<file path="config.mk">
export PLATFORM = sky130hd
export DESIGN_NAME = ccm_shift_mul
export DESIGN_NICKNAME = d
export VERILOG_FILES = /design/src/rtl/ccm_pkg.sv /design/src/rtl/ccm_col_count.sv /design/src/rtl/ccm_col_adder.sv /design/src/rtl/ccm_pp_gen.sv /design/src/rtl/ccm_shift_mul.sv
export SDC_FILE = /design/constraint.sdc
export NUM_CORES = 1
export LEC_CHECK = 0
export BUFFER_PORTS_ARGS = -buffer_cell sky130_fd_sc_hd__clkbuf_2
export CAP_MARGIN = 15
export CORE_MARGIN = 3
export CORE_UTILIZATION = 29
export CTS_BUF_LIST = sky130_fd_sc_hd__clkbuf_4 sky130_fd_sc_hd__clkbuf_8 sky130_fd_sc_hd__clkbuf_16
export DETAILED_ROUTE_END_ITERATION = 6
export GPL_ROUTABILITY_DRIVEN = 0
export SYNTH_ARGS = -nofsm -noshare
export SYNTH_HDL_FRONTEND = slang
export SYNTH_SLANG_ARGS = --single-unit
</file>
<file path="constraint.sdc">
create_clock -name clk -period 2.5 [get_ports clk]
set_input_delay 0.25 -clock clk [delete_from_list [all_inputs] [get_ports clk]]
set_output_delay 0.25 -clock clk [all_outputs]
set_load 0.02 [all_outputs]
</file>
<file path="src/rtl/ccm_pkg.sv">
// Shared types and helpers for the column-count adder and multiplier.
// Assumes at most five operands per pass, so a column count fits in 3 bits.
package ccm_pkg;

    typedef enum logic [1:0] {
        PH_IDLE  = 2'd0,
        PH_SUM   = 2'd1,
        PH_GROUP = 2'd2,
        PH_MERGE = 2'd3
    } ccm_phase_e;

    // Bits needed to hold a count of up to n ones.
    function automatic int ccm_cnt_width(input int n);
        return $clog2(n + 1);
    endfunction

endpackage

</file>
<file path="src/rtl/ccm_col_count.sv">
// Ones-counter for one bit column. Counts the operand bits plus the two
// pending carries, and splits the count into the sum bit and two carries.
// Assumes NIN <= 7, so the count never needs more than three bits.
module ccm_col_count #(
    parameter int NIN = 7
) (
    input  logic [NIN-1:0] bits,
    output logic           sum_bit,
    output logic           carry_near,
    output logic           carry_far
);
    import ccm_pkg::*;

    localparam int CW = ccm_cnt_width(NIN);

    logic [CW-1:0] cnt;

    // Population count of the column.
    always_comb begin
        cnt = '0;
        for (int i = 0; i < NIN; i++) begin
            cnt = cnt + CW'(bits[i]);
        end
    end

    // Count bit 0 is the sum, bit 1 goes one column up, bit 2 two columns up.
    always_comb begin
        sum_bit    = cnt[0];
        carry_near = (CW > 1) ? cnt[1 % CW] : 1'b0;
        carry_far  = (CW > 2) ? cnt[2 % CW] : 1'b0;
    end

endmodule

</file>
<file path="src/rtl/ccm_col_adder.sv">
// Column-serial multi-operand adder. On start it loads NOP operands of W
// bits, then handles one column per cycle, least significant first, for
// W+3 columns. It pulses done together with the (W+3)-bit sum.
// Assumes NOP <= 5. A start seen while busy is not taken.
module ccm_col_adder #(
    parameter int W   = 16,
    parameter int NOP = 5
) (
    input  logic             clk,
    input  logic             rst_n,
    input  logic             start,
    input  logic [NOP*W-1:0] ops_flat,
    output logic             done,
    output logic [W+2:0]     sum
);
    localparam int NCOL = W + 3;
    localparam int CLW  = $clog2(NCOL + 1);

    logic [W-1:0]     opnd [NOP];
    logic             busy;
    logic [CLW-1:0]   col;
    logic             c_near;
    logic             c_far_now;
    logic             c_far_next;
    logic [NCOL-1:0]  acc;
    logic             done_q;
    logic [NOP+1:0]   col_bits;
    logic             s_bit;
    logic             k_near;
    logic             k_far;

    // Gather the current column: operand LSBs plus both pending carries.
    always_comb begin
        for (int i = 0; i < NOP; i++) begin
            col_bits[i] = opnd[i][0];
        end
        col_bits[NOP]   = c_near;
        col_bits[NOP+1] = c_far_now;
    end

    ccm_col_count #(.NIN(NOP + 2)) u_cnt (
        .bits       (col_bits),
        .sum_bit    (s_bit),
        .carry_near (k_near),
        .carry_far  (k_far)
    );

    // Load on start, then shift operands and collect one sum bit per column.
    always_ff @(posedge clk) begin
        if (!rst_n) begin
            for (int i = 0; i < NOP; i++) opnd[i] <= '0;
            busy       <= 1'b0;
            col        <= '0;
            c_near     <= 1'b0;
            c_far_now  <= 1'b0;
            c_far_next <= 1'b0;
            acc        <= '0;
            done_q     <= 1'b0;
        end else begin
            done_q <= 1'b0;
            if (busy) begin
                for (int i = 0; i < NOP; i++) opnd[i] <= opnd[i] >> 1;
                acc        <= {s_bit, acc[NCOL-1:1]};
                c_near     <= k_near;
                c_far_now  <= c_far_next;
                c_far_next <= k_far;
                col        <= col + 1'b1;
                if (col == CLW'(NCOL - 1)) begin
                    busy   <= 1'b0;
                    done_q <= 1'b1;
                end
            end else if (start) begin
                for (int i = 0; i < NOP; i++) opnd[i] <= ops_flat[i*W +: W];
                acc        <= '0;
                c_near     <= 1'b0;
                c_far_now  <= 1'b0;
                c_far_next <= 1'b0;
                col        <= '0;
                busy       <= 1'b1;
            end
        end
    end

    assign done = done_q;
    assign sum  = acc;

    // Reference total of the loaded operands, kept for checking only.
    logic [NCOL-1:0] in_total;
    logic [NCOL-1:0] ref_total;

    always_comb begin
        in_total = '0;
        for (int i = 0; i < NOP; i++) in_total = in_total + NCOL'(ops_flat[i*W +: W]);
    end

    // Capture the reference when an operation is accepted.
    always_ff @(posedge clk) begin
        if (!rst_n)             ref_total <= '0;
        else if (!busy && start) ref_total <= in_total;
    end


    adder_sum_chk: assert property (@(posedge clk) disable iff (!rst_n)
        done_q |-> acc == ref_total);


    no_carry_left_chk: assert property (@(posedge clk) disable iff (!rst_n)
        done_q |-> (!c_near && !c_far_now && !c_far_next));


    adder_pulse_chk: assert property (@(posedge clk) disable iff (!rst_n)
        done_q |=> !done_q);

endmodule

</file>
<file path="src/rtl/ccm_pp_gen.sv">
// Partial-product generator: copy k is the multiplicand shifted left by k,
// kept only when multiplier bit k is set. All copies are 2*W bits wide.
module ccm_pp_gen #(
    parameter int W = 8
) (
    input  logic [W-1:0]       mcand,
    input  logic [W-1:0]       mplier,
    output logic [W*2*W-1:0]   pp_flat
);
    localparam int PW = 2 * W;

    for (genvar k = 0; k < W; k++) begin : g_pp
        // Gate and shift one copy.
        assign pp_flat[k*PW +: PW] = mplier[k] ? (PW'(mcand) << k) : '0;
    end

endmodule

</file>
<file path="src/rtl/ccm_shift_mul.sv">
// Top level: five-operand adder mode and an OPW x OPW shift-and-add multiply.
// Multiply runs a group pass (copies 0..NGRP-1 on adder A, the rest on
// adder B, in parallel), then a merge pass on adder A that sums both group
// totals. Add mode uses a single pass on adder A.
// Assumes 2 <= NGRP <= 5 and NGRP < OPW <= 2*NGRP. Start is taken only when idle.
module ccm_shift_mul #(
    parameter int OPW  = 8,
    parameter int NGRP = 5
) (
    input  logic                clk,
    input  logic                rst_n,
    input  logic                start,
    input  logic                mul_mode,
    input  logic [OPW-1:0]      mcand,
    input  logic [OPW-1:0]      mplier,
    input  logic [NGRP*OPW-1:0] add_ops,
    output logic                done,
    output logic [2*OPW-1:0]    result
);
    import ccm_pkg::*;

    localparam int PW = 2 * OPW;
    localparam int NB = OPW - NGRP;
    localparam int RW = PW + 3;

    ccm_phase_e         phase;
    logic [OPW*PW-1:0]  pp_flat;
    logic [NGRP*PW-1:0] add_x;
    logic [NGRP*PW-1:0] grp_b_ops;
    logic [NGRP*PW-1:0] merge_ops;
    logic [NGRP*PW-1:0] ops_a;
    logic               accept;
    logic               merge_go;
    logic               start_a;
    logic               start_b;
    logic               done_a;
    logic               done_b;
    logic [RW-1:0]      res_a;
    logic [RW-1:0]      res_b;
    logic               done_q;
    logic [PW-1:0]      result_q;

    ccm_pp_gen #(.W(OPW)) u_pp (
        .mcand   (mcand),
        .mplier  (mplier),
        .pp_flat (pp_flat)
    );

    for (genvar k = 0; k < NGRP; k++) begin : g_slots
        // Widen each addend to the product width.
        assign add_x[k*PW +: PW] = PW'(add_ops[k*OPW +: OPW]);
        // Second group takes the upper copies; unused slots stay zero.
        if (k < NB) begin : g_b_used
            assign grp_b_ops[k*PW +: PW] = pp_flat[(NGRP+k)*PW +: PW];
        end else begin : g_b_zero
            assign grp_b_ops[k*PW +: PW] = '0;
        end
    end

    assign merge_ops = {{((NGRP-2)*PW){1'b0}}, res_b[PW-1:0], res_a[PW-1:0]};

    // Start handshake and operand selection for both adders.
    always_comb begin
        accept   = start && (phase == PH_IDLE);
        merge_go = done_a && (phase == PH_GROUP);
        start_a  = accept || merge_go;
        start_b  = accept && mul_mode;
        if (phase == PH_GROUP) ops_a = merge_ops;
        else if (mul_mode)     ops_a = pp_flat[NGRP*PW-1:0];
        else                   ops_a = add_x;
    end

    ccm_col_adder #(.W(PW), .NOP(NGRP)) u_add_a (
        .clk      (clk),
        .rst_n    (rst_n),
        .start    (start_a),
        .ops_flat (ops_a),
        .done     (done_a),
        .sum      (res_a)
    );

    ccm_col_adder #(.W(PW), .NOP(NGRP)) u_add_b (
        .clk      (clk),
        .rst_n    (rst_n),
        .start    (start_b),
        .ops_flat (grp_b_ops),
        .done     (done_b),
        .sum      (res_b)
    );

    // Phase sequencing and registering of the final result.
    always_ff @(posedge clk) begin
        if (!rst_n) begin
            phase    <= PH_IDLE;
            done_q   <= 1'b0;
            result_q <= '0;
        end else begin
            done_q <= 1'b0;
            case (phase)
                PH_IDLE:  if (accept) phase <= mul_mode ? PH_GROUP : PH_SUM;
                PH_GROUP: if (done_a) phase <= PH_MERGE;
                PH_SUM, PH_MERGE: begin
                    if (done_a) begin
                        phase    <= PH_IDLE;
                        done_q   <= 1'b1;
                        result_q <= res_a[PW-1:0];
                    end
                end
                default:  phase <= PH_IDLE;
            endcase
        end
    end

    assign done   = done_q;
    assign result = result_q;

    // Operands of the accepted operation, kept for checking only.
    logic           sh_mul;
    logic [PW-1:0]  sh_prod;
    logic [PW-1:0]  sh_sum;
    logic [PW-1:0]  in_sum;

    always_comb begin
        in_sum = '0;
        for (int k = 0; k < NGRP; k++) in_sum = in_sum + add_x[k*PW +: PW];
    end

    // Capture expected values on acceptance.
    always_ff @(posedge clk) begin
        if (!rst_n) begin
            sh_mul  <= 1'b0;
            sh_prod <= '0;
            sh_sum  <= '0;
        end else if (accept) begin
            sh_mul  <= mul_mode;
            sh_prod <= PW'(mcand) * PW'(mplier);
            sh_sum  <= in_sum;
        end
    end


    product_chk: assert property (@(posedge clk) disable iff (!rst_n)
        (done_q && sh_mul) |-> result_q == sh_prod);


    add_total_chk: assert property (@(posedge clk) disable iff (!rst_n)
        (done_q && !sh_mul) |-> result_q == sh_sum);


    groups_aligned_chk: assert property (@(posedge clk) disable iff (!rst_n)
        (phase == PH_GROUP && done_a) |-> (done_b && res_b[RW-1:PW] == '0));


    width_fit_chk: assert property (@(posedge clk) disable iff (!rst_n)
        done_a |-> res_a[RW-1:PW] == '0);


    top_pulse_chk: assert property (@(posedge clk) disable iff (!rst_n)
        done_q |=> !done_q);

endmodule

</file>
==> results.py, run 1 <==
metrics = {
    "setup_path": {
        "crit_arrival_ps": 2790,
        "worstPathRequired_ps": 2810,
        "start_kind": "flop",
        "endpoint_kind": "flop",
        "path_class": "flop to flop",
        "crit_chain": "fa_1, inv_1, fa_1, fa_2, fa_1, o2bb2ai_2",
        "reg2reg_slack_ps": 20,
        "cp_common_cell": "fa_1",
        "slowest_delay_ps": 540,
        "cpMaxStageDelayCell": "fa_1",
        "reg2reg_to": "u_add_a.c_near",
        "r2r-start": "u_add_a.opnd[0][16]",
        "path_max_fanout": 1,
        "r2r_cells": 6,
    },
    "finish": {
        "areaGrowthSynthToFinish_pct": 16.54,
        "drive_above_1_share_pct": 20.03,
        "layout.cells.non_filler": 1049,
        "fin_nets": 772,
        "diodes": 0,
    },
    "timing": {
        "worst_slack_ps": 22.31,
        "period_minus_slack_ps": 2478,
        "finalSetupViolCount": 0,
        "drv_slew": 0,
        "rsz0062_at_grt": "yes",
        "clock_skew_ps": 11.57,
        "final-hold-violation-count": 0,
        "worst_pin_slew_ps": 649.2,
        "relSlewSlack_pct": 56.58,
        "fin_crit_sh_pct": 99.11,
        "fmax_ghz": 0.4036,
    },
    "place": {
        "place_ws_ps": -64.29,
        "dp.cells": 1017,
        "dp_hpwl_mm": 11.37,
        "port_buffers": 76,
    },
    "synth": {
        "syn_inst": 640,
        "yosysUniqueCellTypes": 49,
        "synth_edf_count": 107,
        "synth_nets": 711,
        "ys_seq_area_share_pct": 60.83,
        "synth_top_flop_cell": "edfxtp_1",
        "synth_seq_cells": 183,
        "synth_area_sq_mm": 0.007784,
        "syn_avg_cell_area_sq_um": 12.16,
        "synthArstFlopShare_pct": 0,
        "synth-warning-count": 0,
    },
    "die": {
        "start_util_pct": 29.70,
        "rows": 59,
        "die_area_sq_mm": 0.02884,
        "chipWidth_um": 169.8,
        "pin_count": 77,
        "die_h_um": 169.8,
        "core_sq_mm": 0.02621,
    },
    "route": {
        "avgRoutedWirePerCell_um": 16.50,
        "drc": 0,
        "drt-initial-drc-count": 498,
        "top_layer": "met4",
        "postRouteAntennaNets": 0,
        "met2_length_mm": 7.913,
        "route.met3.wl_um": 731,
        "wl_mm": 17.31,
        "m1WireLength_mm": 8.441,
        "first_pass_iters": 5,
        "num_vias": 5295,
        "vias_per_cell": 5.048,
    },
    "clock_network": {
        "cts_setup_buffers": 0,
        "cts_buffers": 17,
        "htree_levels": 4,
        "clk_pin_slew_worst_paths_ps": 70,
        "clkLatencyLatePin_ps": 430,
        "root_buffer": "clkbuf_16",
        "cts.path.max_buffers": 2,
        "cts_sinks": 183,
        "cts_tree": "done",
        "postCtsHoldBufs": 0,
    },
    "flow_run": {
        "cap_viol_max_count": 0,
    },
    "global_route": {
        "grt_max_degree": 58,
        "grt_pass1_vias": 5071,
        "grt_overflow_total": 0,
        "grt_pass1_wl_mm": 27.85,
        "track_usage_pct": 12.22,
        "antenna_found_initial": 1,
    },
    "power_and_ir_drop": {
        "ir_drop_v": 0.0004172,
        "p_leak_nw": 3.538,
        "powerDensity_mw_per_mm2": 732.2,
    },
    "hold_path": {
        "whs_path_depth": 2,
        "hp-start": "add_ops[32]",
        "hold_path.class": "primary input to flop",
        "whs_endpoint": "u_add_a.opnd[0][64]",
    },
    "status": {
        "status": "finished clean",
    },
}
[flip-flops by register name, indices dropped and copies added, names as in the netlist]
name and flops:
done 1, phase 2, result 16, u_add_a.busy 1, u_add_a.c_far_next 1, u_add_a.c_far_now 1, u_add_a.c_near 1, u_add_a.col 5
u_add_a.done 1, u_add_a.opnd 65, u_add_a.sum 19, u_add_b.busy 1, u_add_b.c_far_next 1, u_add_b.c_far_now 1, u_add_b.c_near 1, u_add_b.col 5
u_add_b.opnd 42, u_add_b.sum 19
[how the worst max path moves through the flow]
stage | endpoint | from | slack, ps
2_1_floorplan | u_add_a.c_near | u_add_a.opnd[0][16] | 2
3_3_place_gp | u_add_a.c_near | u_add_a.opnd[0][16] | -40
3_5_place_dp | u_add_a.c_near | u_add_a.opnd[0][16] | -60
4_1_cts | u_add_a.c_near | u_add_a.opnd[0][16] | 50
5_1_grt | u_add_a.c_near | u_add_a.opnd[0][16] | -30
6_report | u_add_a.c_near | u_add_a.opnd[0][16] | 20
[area by class of cell]
cell class	count	area [sq um]
clock buffers	17	425.4
clock inverters	15	137.6
fillers	2592	17140
inverters	16	63.81
multi-input cells	390	2758
flip-flops and latches	183	4735
well taps	335	419.2
repair buffers	93	533.0
[timing repair]
item	CTS	global route
resized for setup	0	1
pin swaps	2	0
endpoints found under the setup margin	1	1
[cells in the mapped netlist, types with 2 or more instances]
library cell | count | area (sq um)
a21boi_0 | 15 | 112.6
a21oi_1 | 19 | 95.09
a22o_1 | 66 | 578.1
a32o_1 | 39 | 390.4
and2_1 | 5 | 31.28
and3_1 | 41 | 256.5
buf_1 | 4 | 15.01
buf_2 | 16 | 80.08
buf_4 | 3 | 22.52
buf_6 | 3 | 33.78
clkbuf_1 | 25 | 93.84
dfxtp_1 | 76 | 1521
edfxtp_1 | 107 | 3213
fa_1 | 6 | 120.1
ha_1 | 5 | 62.56
inv_1 | 15 | 56.30
mux2_2 | 2 | 22.52
nand2_1 | 58 | 217.7
nand2b_1 | 21 | 131.4
nand2b_4 | 2 | 27.53
nand3_1 | 34 | 170.2
nand4_1 | 4 | 25.02
nor2_1 | 4 | 15.01
nor2b_1 | 3 | 18.77
nor3_1 | 4 | 20.02
nor3_4 | 3 | 48.80
o21a_1 | 2 | 15.01
o21ai_0 | 6 | 30.03
o21ai_1 | 10 | 50.05
o22ai_1 | 5 | 31.28
o2bb2ai_1 | 6 | 52.55
or2_0 | 11 | 68.82
or2_2 | 3 | 18.77
xor2_1 | 2 | 17.52
[cells by family (layout without fill, tap and decap cells)]
logic type,after synthesis,in the layout,synth area share (%)
xor gates and xnor gates,3,3,0.3376
and+or+nand+nor,201,201,14.34
adders and majority gates,11,11,2.347
muxes,3,3,0.4179
AOI/OAI and AO/OA,172,172,17.81
DFF,183,183,60.83
buffers and inverters,67,141,3.922
[routing by layer]
layer	up-vias	global-route usage, %
li1	2544	-
met1	2597	17.56
met2	144	18.42
met3	10	2.671
met4	0	3.841
met5	-	0
[report_power, final]
part	internal [mW]	switching (mW)	leakage (nW)
Combinational	0.213	0.371	1.48
Sequential	3.42	0.0738	1.78
Clock	1.32	1.24	0.277
Total	4.96	1.69	3.54
[worst max-delay path, delay by kind of cell (launching register included)]
family	cells	cell delay, ps
buf+inv	1	50
fa+ha+maj	4	1860
compound gates	1	60
flops	1	400
[per-stage QoR]
stage          total power [mW]  TNS [ps]  hold slack, ps  area [sq um]  util (%)
3_5_place_dp              4.152    -64.29           448.7          8502     32.44
2_1_floorplan             3.937         0           408.7          7794         -
6_report                  6.642         0           118.5          9071     34.61
4_1_cts                   6.709         0           104.3          9065     34.59
3_3_place_gp              4.138    -38.29           448.3          8502     32.44
5_1_grt                   6.910    -31.78           113.7          9071     34.61
[cells in the final DEF, fill, tap and decap left out, types with 11 or more instances in the layout]
cell / instances
a21boi_0: 15
dfxtp_1: 76
clkbuf_2: 76
buf_4: 15
a22o_1: 66
clkbuf_16: 17
nand3_1: 34
or2_0: 11
edfxtp_1: 107
inv_1: 14
nand2b_1: 21
and3_1: 41
a32o_1: 39
nand2_1: 58
a21oi_1: 19
Power figures use the tool's default switching activity.
==> inputs of run 2 (changes only) <==
--- a/config.mk
+++ b/config.mk
@@ -12,6 +12,7 @@
 export CTS_BUF_LIST = sky130_fd_sc_hd__clkbuf_4 sky130_fd_sc_hd__clkbuf_8 sky130_fd_sc_hd__clkbuf_16
 export DETAILED_ROUTE_END_ITERATION = 6
 export GPL_ROUTABILITY_DRIVEN = 0
+export GPL_TIMING_DRIVEN = 0
 export SYNTH_ARGS = -nofsm -noshare
 export SYNTH_HDL_FRONTEND = slang
 export SYNTH_SLANG_ARGS = --single-unit
==> run 2 against run 1 <==
  * Sequential share of layout area fell by 0.63 points
  * Combinational power up 6.0%
  * Setup slack improved by 36 ps
  * Non-clock buffer count grew 30
  * Clock skew is 0.83 ps higher
  * Critical path type unchanged
  * Largest cell class unchanged
==> results.py, run 2 (synthesis results as in run 1) <==
metrics = {
    "status": {
        "status": "finished clean",
    },
    "die": {
        "start_util_pct": 29.70,
        "die_h_um": 169.8,
        "pin_count": 77,
        "die_area_sq_mm": 0.02884,
        "chipWidth_um": 169.8,
        "rows": 59,
        "core_sq_mm": 0.02621,
    },
    "setup_path": {
        "r2r-start": "u_add_a.opnd[0][16]",
        "r2r_cells": 6,
        "path_class": "flop to flop",
        "worstPathRequired_ps": 2810,
        "reg2reg_slack_ps": 60,
        "start_kind": "flop",
        "reg2reg_to": "u_add_a.c_near",
        "endpoint_kind": "flop",
        "crit_arrival_ps": 2750,
        "path_max_fanout": 1,
    },
    "hold_path": {
        "whs_endpoint": "u_add_a.opnd[0][50]",
        "hp-start": "add_ops[26]",
        "hold_path.class": "primary input to flop",
        "whs_path_depth": 2,
    },
    "finish": {
        "largest_register_ffs": 65,
        "layout_commonest_cell": "edfxtp_1",
        "regMostFlops": "u_add_a.opnd",
        "multiInputGateArea_sq_mm": 0.002750,
        "fin_nets": 803,
        "layout.cells.non_filler": 1080,
        "diodes": 0,
        "final_area_sq_mm": 0.009181,
        "drive_above_1_share_pct": 19.33,
        "n_fill_cell": 2586,
        "largestRegisters": "u_add_a.opnd x65, u_add_b.opnd x42",
        "seq_area_sq_mm": 0.004735,
        "areaGrowthSynthToFinish_pct": 17.96,
        "layout_common_cells": "edfxtp_1 (107), dfxtp_1 (76), clkbuf_2 (70)",
    },
    "route": {
        "drt-initial-drc-count": 463,
        "vias_per_cell": 5.083,
        "num_vias": 5490,
        "postRouteAntennaNets": 0,
        "drc": 0,
        "wl_mm": 18.61,
        "first_pass_iters": 5,
        "avgRoutedWirePerCell_um": 17.23,
    },
    "power_and_ir_drop": {
        "seqPwrFrac_pct": 51.7,
        "combPwrFrac_pct": 9.2,
        "clkPwrFrac_pct": 39.2,
        "p_leak_nw": 3.582,
        "internal_power_mw": 4.978,
        "powerDensity_mw_per_mm2": 736.2,
        "swShare_pct": 26.36,
        "ir_drop_v": 0.0004218,
        "net-switching-power_mw": 1.782,
        "power_mw": 6.760,
    },
    "clock_network": {
        "postCtsHoldBufs": 0,
        "clkLatencyLatePin_ps": 440,
        "root_buffer": "clkbuf_16",
        "cts_buffers": 17,
        "cts_tree": "done",
        "cts_sinks": 183,
        "htree_levels": 4,
        "clk_pin_slew_worst_paths_ps": 80,
        "cts.path.max_buffers": 2,
    },
    "place": {
        "dp_hpwl_mm": 12.85,
        "dp.cells": 1046,
        "port_buffers": 70,
        "placed_area_sq_mm": 0.008583,
    },
    "global_route": {
        "use_met2_pct": 19.99,
        "track_usage_pct": 13.21,
        "grt_max_degree": 45,
        "busiest_layer": "met2",
        "grt_overflow_total": 0,
        "grt_pass1_vias": 5409,
        "use_met3_pct": 2.718,
        "met1_usage_pct": 18.95,
        "grt_pass1_wl_mm": 29.97,
        "antenna_found_initial": 0,
    },
    "timing": {
        "clock_skew_ps": 12.40,
        "fin_crit_sh_pct": 97.67,
        "period_minus_slack_ps": 2442,
        "relSlewSlack_pct": 38.86,
        "fmax_ghz": 0.4096,
        "finalSetupTns_ps": 0,
        "finalSetupViolCount": 0,
        "rsz0062_at_grt": "yes",
        "final-hold-violation-count": 0,
        "drv_slew": 0,
        "worst_pin_slew_ps": 915.8,
    },
    "flow_run": {
        "cap_viol_max_count": 0,
    },
}
## run 2: layer usage
metal | vias up | share of wire [%]
met2 | 123 | 45
met3 | 25 | 4.4
met1 | 2726 | 48
met4 | 0 | 1.8
met5 | - | 0
li1 | 2616 | -
## run 2: worst max-delay path by stage
stage                              startpoint             endpoint
after floorplan           u_add_a.opnd[0][16]       u_add_a.c_near
after detailed placement                rst_n  u_add_a.opnd[0][69]
final                     u_add_a.opnd[0][16]       u_add_a.c_near
after global placement                  rst_n  u_add_a.opnd[0][71]
after CTS                            phase[1]  u_add_a.opnd[0][40]
after global routing      u_add_a.opnd[0][16]       u_add_a.c_near
## run 2: area by class of cell
type / count / share of cell area (%)
Tap cell: 335 / 4.565
Inverter: 16 / 0.6950
Buffer: 51 / 2.671
Timing Repair Buffer: 72 / 4.116
Clock buffer: 17 / 4.633
Clock inverter: 15 / 1.717
Timing Repair inverter: 1 / 0.08177
Multi-Input combinational cell: 390 / 29.95
Sequential cell: 183 / 51.57
## run 2: critical path, cell delays in order (launching register included)
cell and delay, ps:
edfxtp_1 400, fa_1 490, inv_1 50, fa_1 450, fa_2 360, fa_1 520, o2bb2ai_1 60
## run 2: what timing repair did
action,in CTS,in global routing
buffers inserted,0,1
hold endpoints to repair,0,0
setup endpoints to repair,43,42
pin swaps,4,0
cloned,1,0
gates resized for setup,1,0
## run 2: power groups by stage
stage	Combinational [mW]	Clock, mW	Sequential (mW)
3_3_place_gp	0.597	0	3.56
5_1_grt	0.698	2.82	3.51
3_5_place_dp	0.618	0	3.56
2_1_floorplan	0.397	0	3.54
4_1_cts	0.624	2.70	3.49
6_report	0.619	2.65	3.49
## run 2: through the flow
stage               utilization [%]  setup WS, ps  hold slack, ps
global route                  35.03        -47.54           105.8
CTS                           35.01         15.93           97.31
detailed placement            32.75        -240.8           454.7
finish                        35.03         58.36           107.4
floorplan                         -         1.946           408.7
global placement              32.68        -874.3           447.5
==> inputs of run 3 (changes only) <==
--- a/config.mk
+++ b/config.mk
@@ -15,4 +15,5 @@
 export GPL_TIMING_DRIVEN = 0
 export SYNTH_ARGS = -nofsm -noshare
 export SYNTH_HDL_FRONTEND = slang
+export SYNTH_HIERARCHICAL = 1
 export SYNTH_SLANG_ARGS = --single-unit
==> run 3 against run 2 <==
  * Final area increased by 54%
  * Critical path type unchanged
  * Total power increased by 48%
  * Largest cell class unchanged
  * The run now ends with negative setup slack left
  * Via count increased by 40%
  * Highest routed layer is now met5
  * Routed wire length increased by 44%
==> results.py, run 3 <==
metrics = {
    "route": {
        "postRouteAntennaNets": 0,
        "vias_per_cell": 4.546,
        "drt-initial-drc-count": 461,
        "wl_mm": 26.88,
        "avgRoutedWirePerCell_um": 15.89,
        "num_vias": 7692,
        "first_pass_iters": 5,
        "drc": 0,
    },
    "timing": {
        "rsz0062_at_grt": "yes",
        "fmax_ghz": 0.3876,
        "clock_skew_ps": 26.89,
        "fin_crit_sh_pct": 103.2,
        "worst_slack_ps": -80.03,
        "drv_slew": 0,
        "finalSetupViolCount": 2,
        "final-hold-violation-count": 0,
        "period_minus_slack_ps": 2580,
    },
    "setup_path": {
        "worstPathRequired_ps": 2920,
        "path_max_fanout": 1,
        "start_kind": "flop",
        "crit_arrival_ps": 3000,
        "path_class": "flop to flop",
        "endpoint_kind": "flop",
        "r2r_cells": 7,
    },
    "clock_network": {
        "cts.path.max_buffers": 3,
        "cts_buffers": 27,
        "cts_sinks": 236,
        "root_buffer": "clkbuf_16",
        "cts_tree": "done",
        "clkLatencyLatePin_ps": 550,
        "clk_pin_slew_worst_paths_ps": 60,
        "htree_levels": 1,
    },
    "synth": {
        "synth_area_sq_mm": 0.01161,
        "syn_inst": 946,
        "syn_avg_cell_area_sq_um": 12.27,
        "synth-warning-count": 6,
    },
    "finish": {
        "drive_above_1_share_pct": 28.05,
        "layout_commonest_cell": "a22o_1",
        "areaGrowthSynthToFinish_pct": 22.05,
        "largestRegisters": "u_add_a/opnd x80, u_add_b/opnd x80",
        "layout_common_cells": "a22o_1 (194), edfxtp_1 (160), conb_1 (96)",
        "fin_nets": 1224,
    },
    "status": {
        "violations": "negative setup slack",
        "status": "complete, but fails checks",
    },
    "die": {
        "core_sq_mm": 0.03910,
        "start_util_pct": 29.70,
        "die_h_um": 206.1,
        "pin_count": 77,
        "chipWidth_um": 206.1,
        "rows": 72,
        "die_area_sq_mm": 0.04248,
    },
    "power_and_ir_drop": {
        "power_mw": 10.02,
        "powerDensity_mw_per_mm2": 707.4,
        "p_leak_nw": 6.032,
        "ir_drop_v": 0.0004851,
    },
    "global_route": {
        "grt_pass1_vias": 7392,
        "grt_overflow_total": 0,
        "antenna_found_initial": 6,
        "track_usage_pct": 12.47,
        "grt_pass1_wl_mm": 42.08,
        "grt_max_degree": 44,
    },
    "place": {
        "place_ws_ps": -739.9,
        "dp_hpwl_mm": 18.10,
        "port_buffers": 75,
    },
    "hold_path": {
        "whs_path_depth": 3,
        "hold_path.class": "primary input to flop",
    },
    "flow_run": {
        "cap_viol_max_count": 0,
    },
}
==> run 3: final timing paths <==
path                                  endpoint               start  slack (ps)
worst max-delay path            u_add_b/c_near  u_add_b/opnd[0][0]         -80
worst min-delay path                  phase[0]            mul_mode          90
worst max register to register  u_add_b/c_near  u_add_b/opnd[0][0]         -80
worst min register to register  u_add_b/c_near      u_add_b/c_near         470
==> run 3: metal layers <==
metal / global-route usage (%) / up-vias / share of wire (%)
li1: - / 3817 / -
met1: 17.77 / 3701 / 48
met2: 20.22 / 148 / 46
met3: 1.969 / 24 / 4.4
met4: 2.424 / 2 / 1.5
met5: 0 / - / 0.074
==> run 3: final cells by class <==
class | instances | area (sq um)
clock inverter | 12 | 151.4
tap | 518 | 648.1
fill | 3815 | 24930
clock buffer | 38 | 828.3
timing repair inverter | 1 | 7.507
inverter | 21 | 86.33
sequential | 236 | 6327
timing repair buffer | 82 | 480.5
multi-input combinational | 643 | 4634
antenna | 1 | 2.502
buffer | 140 | 1005
==> run 3: what timing repair did <==
action                     4_1_cts  5_1_grt
gates resized for setup          6        4
gates cloned                     1        0
setup buffers                    2        1
setup endpoints to repair       84       92
pin swaps                        4        4
hold endpoints to repair         1        0
hold buffers                     1        0
==> run 3: metrics by stage <==
step	utilization, %	TNS [ps]	cells	hold WS [ps]	instance area [sq um]
2_1_floorplan	-	-45540	1040	378.2	12040
3_3_place_gp	33.40	-199590	1633	455.9	13060
3_5_place_dp	33.55	-50170	1636	461.6	13120
4_1_cts	36.17	-116.3	1690	69.74	14140
5_1_grt	36.24	-358.6	1691	98.02	14170
6_report	36.25	-99.22	1692	94.24	14170
==> run 3: critical path, stage by stage, from the launching register on <==
cell	delay [ps]
edfxtp_1	380
inv_2	80
fa_1	450
fa_1	540
inv_2	40
fa_2	350
fa_2	410
a22o_1	210
==> run 3: report_power, final <==
group	leakage, nW	internal (mW)	switching [mW]
Clock	0.493	2.64	1.64
Combinational	3.18	0.493	0.620
Sequential	2.36	4.53	0.106
